## src/rtl/owt_pkg.sv

```systemverilog
package owt_pkg;
  typedef enum logic [1:0] {PH_IDLE, PH_LOW, PH_DATA, PH_REC} owt_phase_e;

  function automatic int cycles_per_us(input int hz);
    return (hz / 1000000 < 1) ? 1 : hz / 1000000;
  endfunction

  function automatic int slots_for_mode(input logic single, input int width);
    return single ? 1 : width;
  endfunction

  function automatic logic drive_for(input owt_phase_e ph, input logic bit_q);
    case (ph)
      PH_LOW:  return 1'b1;
      PH_DATA: return ~bit_q;
      default: return 1'b0;
    endcase
  endfunction
endpackage

```

## src/rtl/owt_sync.sv

```systemverilog
module owt_sync (
  input  logic clk,
  input  logic rst_n,
  input  logic d,
  output logic q
);
  logic s1, s2;
  always_ff @(posedge clk or negedge rst_n) begin
    if (!rst_n) begin
      s1 <= 1'b1;
      s2 <= 1'b1;
    end else begin
      s1 <= d;
      s2 <= s1;
    end
  end
  assign q = s2;
endmodule

```

## src/rtl/owt_us_tick.sv

```systemverilog
module owt_us_tick #(
  parameter int CPU = 50
) (
  input  logic clk,
  input  logic rst_n,
  input  logic run,
  output logic tick
);
  localparam int CW = (CPU > 1) ? $clog2(CPU) : 1;
  localparam logic [CW-1:0] LAST = CW'(CPU - 1);

  logic [CW-1:0] cnt;

  always_ff @(posedge clk or negedge rst_n) begin
    if (!rst_n)             cnt <= '0;
    else if (!run)          cnt <= '0;
    else if (cnt == LAST)   cnt <= '0;
    else                    cnt <= cnt + 1'b1;
  end

  assign tick = run && (cnt == LAST);


  prescale_range_chk: assert property (@(posedge clk) disable iff (!rst_n)
    cnt <= LAST);
endmodule

```

## src/rtl/owt_slot_timer.sv

```systemverilog
module owt_slot_timer
  import owt_pkg::*;
#(
  parameter int LOW_US     = 6,
  parameter int SAMPLE_US  = 25,
  parameter int RELEASE_US = 60,
  parameter int RECOVER_US = 2,
  parameter int DW         = 8
) (
  input  logic       clk,
  input  logic       rst_n,
  input  logic       start_acc,
  input  logic       single,
  input  logic       tick,
  output owt_phase_e phase,
  output logic       data_ev,
  output logic       sample_ev,
  output logic       done
);
  localparam int TOTAL_US = RELEASE_US + RECOVER_US;
  localparam int UW = $clog2(TOTAL_US + 1);
  localparam int LW = $clog2(DW + 1);
  localparam logic [UW-1:0] US_LOW  = UW'(LOW_US - 1);
  localparam logic [UW-1:0] US_SMP  = UW'(SAMPLE_US - 1);
  localparam logic [UW-1:0] US_REL  = UW'(RELEASE_US - 1);
  localparam logic [UW-1:0] US_END  = UW'(TOTAL_US - 1);

  logic [UW-1:0] us_q;
  logic [LW-1:0] left_q;
  logic          slot_end;

  assign slot_end  = tick && (phase != PH_IDLE) && (us_q == US_END);
  assign data_ev   = tick && (phase == PH_LOW)  && (us_q == US_LOW);
  assign sample_ev = tick && (phase == PH_DATA) && (us_q == US_SMP);

  always_ff @(posedge clk or negedge rst_n) begin
    if (!rst_n) begin
      phase  <= PH_IDLE;
      us_q   <= '0;
      left_q <= '0;
      done   <= 1'b0;
    end else begin
      done <= 1'b0;
      if (phase == PH_IDLE) begin
        if (start_acc) begin
          phase  <= PH_LOW;
          us_q   <= '0;
          left_q <= LW'(slots_for_mode(single, DW));
        end
      end else if (tick) begin
        if (slot_end) begin
          us_q <= '0;
          if (left_q == LW'(1)) begin
            phase  <= PH_IDLE;
            left_q <= '0;
            done   <= 1'b1;
          end else begin
            left_q <= left_q - 1'b1;
            phase  <= PH_LOW;
          end
        end else begin
          us_q <= us_q + 1'b1;
          if (data_ev)                                phase <= PH_DATA;
          else if (phase == PH_DATA && us_q == US_REL) phase <= PH_REC;
        end
      end
    end
  end


  slot_count_range_chk: assert property (@(posedge clk) disable iff (!rst_n)
    left_q <= LW'(DW));

  us_range_chk: assert property (@(posedge clk) disable iff (!rst_n)
    us_q <= US_END);

  no_restart_chk: assert property (@(posedge clk) disable iff (!rst_n)
    (phase != PH_IDLE && !slot_end) |=> (left_q == $past(left_q)));
endmodule

```

## src/rtl/owt_shift.sv

```systemverilog
module owt_shift #(
  parameter int DW = 8
) (
  input  logic          clk,
  input  logic          rst_n,
  input  logic          load,
  input  logic [DW-1:0] load_val,
  input  logic          data_ev,
  input  logic          sample_ev,
  input  logic          smp,
  output logic          bit_q,
  output logic [DW-1:0] sr
);
  always_ff @(posedge clk or negedge rst_n) begin
    if (!rst_n) begin
      sr    <= '0;
      bit_q <= 1'b1;
    end else begin
      if (load)           sr <= load_val;
      else if (sample_ev) sr <= {smp, sr[DW-1:1]};
      if (data_ev)        bit_q <= sr[0];
    end
  end


  sample_enters_top_chk: assert property (@(posedge clk) disable iff (!rst_n)
    (sample_ev && !load) |=> (sr[DW-1] == $past(smp)) && (sr[DW-2:0] == $past(sr[DW-1:1])));
endmodule

```

## src/rtl/onewire_touch.sv

```systemverilog
module onewire_touch
  import owt_pkg::*;
#(
  parameter int CLK_HZ     = 50000000,
  parameter int LOW_US     = 6,
  parameter int SAMPLE_US  = 25,
  parameter int RELEASE_US = 60,
  parameter int RECOVER_US = 2
) (
  input  logic       clk,
  input  logic       rst_n,
  input  logic       start,
  input  logic       mode,
  input  logic [7:0] tx_byte,
  output logic [7:0] rx_byte,
  output logic       busy,
  output logic       done,
  output logic       ow_drive_low,
  input  logic       ow_in
);
  localparam int DW  = 8;
  localparam int CPU = cycles_per_us(CLK_HZ);

  owt_phase_e phase;
  logic start_acc, tick, data_ev, sample_ev, line_s, bit_q;

  assign busy      = (phase != PH_IDLE);
  assign start_acc = start && !busy;

  owt_sync u_sync (.clk(clk), .rst_n(rst_n), .d(ow_in), .q(line_s));

  owt_us_tick #(.CPU(CPU)) u_tick (
    .clk(clk), .rst_n(rst_n), .run(busy), .tick(tick)
  );

  owt_slot_timer #(
    .LOW_US(LOW_US), .SAMPLE_US(SAMPLE_US), .RELEASE_US(RELEASE_US),
    .RECOVER_US(RECOVER_US), .DW(DW)
  ) u_timer (
    .clk(clk), .rst_n(rst_n), .start_acc(start_acc), .single(mode),
    .tick(tick), .phase(phase), .data_ev(data_ev), .sample_ev(sample_ev),
    .done(done)
  );

  owt_shift #(.DW(DW)) u_shift (
    .clk(clk), .rst_n(rst_n), .load(start_acc), .load_val(tx_byte),
    .data_ev(data_ev), .sample_ev(sample_ev), .smp(line_s),
    .bit_q(bit_q), .sr(rx_byte)
  );

  assign ow_drive_low = drive_for(phase, bit_q);


  idle_released_chk: assert property (@(posedge clk) disable iff (!rst_n)
    !busy |-> !ow_drive_low);

  done_pulse_chk: assert property (@(posedge clk) disable iff (!rst_n)
    done |=> !done);

  done_idle_chk: assert property (@(posedge clk) disable iff (!rst_n)
    done |-> !busy);

  start_low_chk: assert property (@(posedge clk) disable iff (!rst_n)
    start_acc |=> (busy && ow_drive_low));
endmodule

```

## config.mk

```make
export PLATFORM = sky130hd
export DESIGN_NAME = onewire_touch
export DESIGN_NICKNAME = d
export VERILOG_FILES = /design/src/rtl/owt_pkg.sv /design/src/rtl/owt_sync.sv /design/src/rtl/owt_us_tick.sv /design/src/rtl/owt_slot_timer.sv /design/src/rtl/owt_shift.sv /design/src/rtl/onewire_touch.sv
export SDC_FILE = /design/constraint.sdc
export NUM_CORES = 1
export LEC_CHECK = 0
export ABC_AREA = 1
export CORE_MARGIN = 2
export CORE_UTILIZATION = 44
export DETAILED_ROUTE_END_ITERATION = 12
export DONT_BUFFER_PORTS = 1
export PLACE_DENSITY = 0.6
export SYNTH_ARGS = -nofsm -noshare
export SYNTH_HDL_FRONTEND = slang
export SYNTH_SLANG_ARGS = --single-unit
```

## constraint.sdc

```tcl
create_clock -name clk -period 2.5 [get_ports clk]
set_clock_uncertainty 0.2 [all_clocks]
set_input_delay 0.5 -clock clk [delete_from_list [all_inputs] [get_ports clk]]
set_output_delay 0.5 -clock clk [all_outputs]
set_load 0.005 [all_outputs]
```

# Word level (Yosys, flattened, before mapping)
# Index checks and enable logic that the tools add are counted.
# totals
ff_bits	30
word_cells	67
out_inout_bits	11
# op_classes
eq_ne	9
n_addsub	3
bitwise	1
reduce_logical	19
n_mux	26
# op_table
operator	count
$mux W6	6
$mux W4	6
$eq A6 B6 Y1 const B	3
$mux W8	2
$add A6 B1 Y6 const B	2
$mux W2	6
$logic_and A1 B1 Y1	9
$reduce_bool A2 Y1	4
$eq A6 B3 Y1 const B	1
$eq A6 B5 Y1 const B	1
$reduce_and A3 Y1	2
$mux W1	5
$eq A4 B1 Y1 const B	1
$reduce_bool A4 Y1	1
$sub A4 B1 Y4 const B	1
$eq A2 B1 Y1 const B	1
$eq A2 B2 Y1 const B	1
$logic_not A2 Y1	1
$ne A2 B2 Y1 const B	1
$pmux W1 S2	1
$reduce_and A2 Y1	1
$logic_not A1 Y1	1
$not A1 Y1	1

# Logic depth before layout (Yosys ltp)
# depth
depth_word	8
mapped_depth	11
depth_no_buf	10

# By module
# From an unflattened synthesis, not the netlist that was laid out.
# unflattened
cells_unflattened	217
area_unflattened_um2	1755.4
# by_module_without_submodules
mod	area_per_inst_um2	n_inst	cells_per_inst
owt_slot_timer	904.6	1	120
owt_shift	421.7	1	48
owt_us_tick	296.5	1	34
onewire_touch	80.1	1	13
owt_sync	52.6	1	2

# Least setup slack after synthesis
# No wires, ideal clock.
# synth_path
path_kind	flip-flop to flip-flop
from	register u_timer.phase[0]
to	register u_timer.us_q[5]
synth_period_minus_slack_ns	1.705
path_slack_ns	0.795
stages_incl_launch_ff	10
path_buffers	1
required_time_ns	2.181
t_arrival_ns	1.386
cell_sequence	dfrtp_1 > inv_1 > ha_1 > inv_2 > nand3_4 > nand2_4 > buf_6 > nand2_2 > o21bai_1 > and2_1
# synth_via
elab_chain_len	7
# synth_lines
item	line	rtl
start, declared	owt_slot_timer.sv:15	output owt_phase_e phase,
start signal, assigned	owt_slot_timer.sv:38	phase <= PH_IDLE;
start signal, assigned	owt_slot_timer.sv:46	phase <= PH_LOW;
start signal, assigned	owt_slot_timer.sv:54	phase <= PH_IDLE;
$reduce_bool A2 Y1 (*)	onewire_touch.sv:27	assign busy = (phase != PH_IDLE);
named net busy	onewire_touch.sv:16	output logic busy,
$logic_and A1 B1 Y1	owt_us_tick.sv:21	assign tick = run && (cnt == LAST);
$logic_and A1 B1 Y1 (2 in series)	owt_slot_timer.sv:32	assign slot_end = tick && (phase != PH_IDLE) && (us_q == US_END);
$mux W6	owt_slot_timer.sv:51	if (slot_end) begin
$mux W6	owt_slot_timer.sv:50	end else if (tick) begin
$mux W6	owt_slot_timer.sv:44	if (phase == PH_IDLE) begin
end signal, assigned	owt_slot_timer.sv:62	us_q <= us_q + 1'b1;
end, declared	owt_slot_timer.sv:28	logic [UW-1:0] us_q;
# The timed path passes the listed nets; every way through them passes the cells marked *. The select of a mux whose other input is x is not followed.
# A chain may end at the register's enable or synchronous reset.

# Final worst setup path
# layout_path
from	register u_timer.phase[0]
to	output port ow_drive_low
# layout_via
elab_chain_len	2
# layout_lines
item	line	rtl
$eq A2 B2 Y1 / $eq A2 B1 Y1 (equally long branches)	owt_pkg.sv:13	case (ph)
$pmux W1 S2 (*)	owt_pkg.sv:13	
end, declared	onewire_touch.sv:18	output logic ow_drive_low,
# Every way passes the cells marked *; elsewhere a longest branch is shown, timed or not.

==> results_dict.tcl <==
set metrics [dict create \
    start_util 0.4603 \
    via_per_inst 4.941 \
    cp_num_cells 4 \
    worstPathArrival_ns 1.23 \
    cpMaxStageDelayCell "dfrtp_1" \
    antennaDiodeCount 0 \
    synth_seq_cells 30 \
    path_cells "inv_1 -> ha_1 -> a21oi_1 -> nor2_1" \
    drt-initial-drc-count 90 \
    min_period_over_period 0.7703 \
    crit_buf_inv 1 \
    hold_viol 0 \
    grt_pass1_vias 1252 \
    hp-class "primary input to flop" \
    dp_hpwl_um 2456 \
    htree_levels 2 \
    syn-instance-count 201 \
    cts_buffers 5 \
    final_common_cell "nand2_1" \
    areaGrowthSynthToFinish_pct 9.064 \
    clk_path_buf_depth 2 \
    cp-end-kind "output port" \
    worst_slack_ns 0.5741 \
    ant_nets 0 \
    maxCapViolCount 0 \
    power.leakage_nw 0.9333 \
    slew_headroom 0.7676 \
    root_buffer "clkbuf_8" \
    outcome "completed" \
    fmax_mhz 519.3 \
    crit_family "flip-flops" \
    post_cts_buffers 0 \
    rsz0062_at_grt "no" \
    cts_sinks 30 \
    nNetsFinal 230 \
    gp_congestion 0.8254 \
    powerDensity_nw_per_um2 481.6 \
    io_pins 24 \
    firstDrtPassIters 4 \
    crit_path_max_fanout 3 \
    grt_max_degree 31 \
    fp.coreArea_um2 3689 \
    antenna_found_initial 0 \
    reg2reg_slack_ns 0.59 \
    dr_total_vias 1265 \
    syn_nets 224 \
    cpPeakStageDelay_ns 0.40 \
    yosys_warnings 0 \
    ir_worst_vdd_mv 0.4572 \
    synth_area_per_cell_um2 8.447 \
    cts_tree "yes" \
    final-setup-viol-count 0 \
    start_kind "flop" \
    tightest_slew_ns 0.3474 \
    final_cell_mix "nand2_1 (32), nor2_1 (31), dfrtp_1 (27)" \
    pre_cts_slack_ns 0.5947 \
    overflow 0 \
    hold_depth 0 \
    grt_pass1_wl_um 5651 \
    drt-total-wl_um 3137 \
    drive_gt1_frac 0.1298 \
    clock_latency_ns 0.28 \
    fin_tns_setup_ns 0 \
    post_drt_wl_per_cell_um 12.25 \
    path_clk_slew_ns 0.06 \
    cp.required_ns 1.80 \
    dieArea_um2 4372 \
    die_w_um 66.12 \
    layout_min_cycle_time_ns 1.926 \
    r2r_cells 9 \
    seq_area_frac_synth 0.4444 \
    port_buffers 0 \
    synth_area_um2 1698 \
    synth.distinct_cells 31 \
    die_height_um 66.12 \
    slew_viol_final 0 \
    remaining_drc_errors 0 \
    grt_use_total 0.1716 \
    path_class "flop to output port" \
    num_rows 22 \
]
worst register-to-register path, cell delays in order (launching register included):
cell and delay, ns:
dfrtp_1 0.40, inv_1 0.09, ha_1 0.30, inv_2 0.16, nand3_4 0.16, nand2_4 0.12, nand2_4 0.17, clkinv_4 0.08
o21ai_1 0.07, nand2_1 0.06
synth_stat cells, drive strengths merged:
| cell type | count | share of area |
|---|---|---|
| a21oi | 11 | 0.032 |
| a31oi | 1 | 0.0037 |
| and2 | 2 | 0.0074 |
| buf | 3 | 0.016 |
| clkinv | 1 | 0.0052 |
| dfrtp | 27 | 0.40 |
| dfstp | 3 | 0.046 |
| ha | 10 | 0.074 |
| inv | 27 | 0.060 |
| mux2 | 1 | 0.0066 |
| nand2 | 38 | 0.10 |
| nand3 | 9 | 0.037 |
| nand3b | 1 | 0.0044 |
| nand4 | 5 | 0.018 |
| nor2 | 33 | 0.082 |
| nor3 | 2 | 0.0059 |
| nor3b | 1 | 0.0044 |
| o21a | 1 | 0.0044 |
| o21ai | 20 | 0.068 |
| o21bai | 1 | 0.0044 |
| xor2 | 4 | 0.021 |
area by class of cell:
cell class	instances	area, um2
inverter	28	110.1
fill	350	1837
sequential	30	754.5
multi-input combinational	140	805.8
tap	48	60.06
clock inverter	1	5.005
clock buffer	7	86.33
timing repair buffer	2	30.03
registers in the layout, indices dropped and copies added, names as in the netlist:
signal and cells:
u_shift.sr 8, u_tick.cnt 6, u_timer.us_q 6, u_timer.left_q 4, u_timer.phase 2, u_shift.bit_q 1, u_sync.q 1, u_sync.s1 1
u_timer.done 1
final timing paths:
| kind | from | endpoint |
|---|---|---|
| setup / recovery | u_timer.phase[0]$_DFFE_PN0P_ | ow_drive_low |
| hold / removal | ow_in | u_sync.s1$_DFF_PN1_ |
| setup reg to reg | u_timer.phase[0]$_DFFE_PN0P_ | u_timer.left_q[3]$_DFFE_PN0P_ |
| hold reg to reg | u_sync.s1$_DFF_PN1_ | u_sync.q$_DFF_PN1_ |
| max in group asynchronous | rst_n | u_sync.s1$_DFF_PN1_ |
| min in group asynchronous | rst_n | u_timer.left_q[0]$_DFFE_PN0P_ |
metal layers:
| metal | vias to the layer above | wire length, um | GRT usage |
|---|---|---|---|
| met5 | - | 0 | 0 |
| met3 | 4 | 256 | 0.06814 |
| met4 | 0 | 35 | 0.04592 |
| met2 | 33 | 1403 | 0.2550 |
| li1 | 653 | - | - |
| met1 | 575 | 1441 | 0.2327 |
per-stage QoR:
step | cells | hold slack, ns | area, um2 | power [mW] | utilization
2_1_floorplan | 201 | 0.004409 | 1698 | 0.4985 | -
3_3_place_gp | 246 | 0.005453 | 1730 | 0.4988 | 0.4691
3_5_place_dp | 246 | 0.005463 | 1730 | 0.4987 | 0.4691
4_1_cts | 256 | 0.009639 | 1852 | 0.8998 | 0.5020
5_1_grt | 256 | 0.002131 | 1852 | 0.9278 | 0.5020
6_report | 256 | 0.01418 | 1852 | 0.8917 | 0.5020
kinds of logic (layout without fill, tap and decap cells):
family	Yosys count	after routing	share of synthesized area
AOI/OAI and AO/OA	34	34	0.1128
adders and majority gates	10	10	0.07369
DFF	30	30	0.4444
buffers and inverters	31	38	0.08106
and+or+nand+nor	91	91	0.2609
muxes	1	1	0.006632
xor gates and xnor gates	4	4	0.02063
repair_timing:
item	4_1_cts	5_1_grt
hold buffers	2	0
resized for setup	0	0
endpoints found under the hold margin	30	0
power by group:
group	total [mW]	internal, mW	switching [mW]
Combinational	0.0147	0.00492	0.00981
Clock	0.388	0.221	0.167
Sequential	0.489	0.489	0.000365
Note: power is estimated with default switching activity, not from simulation.
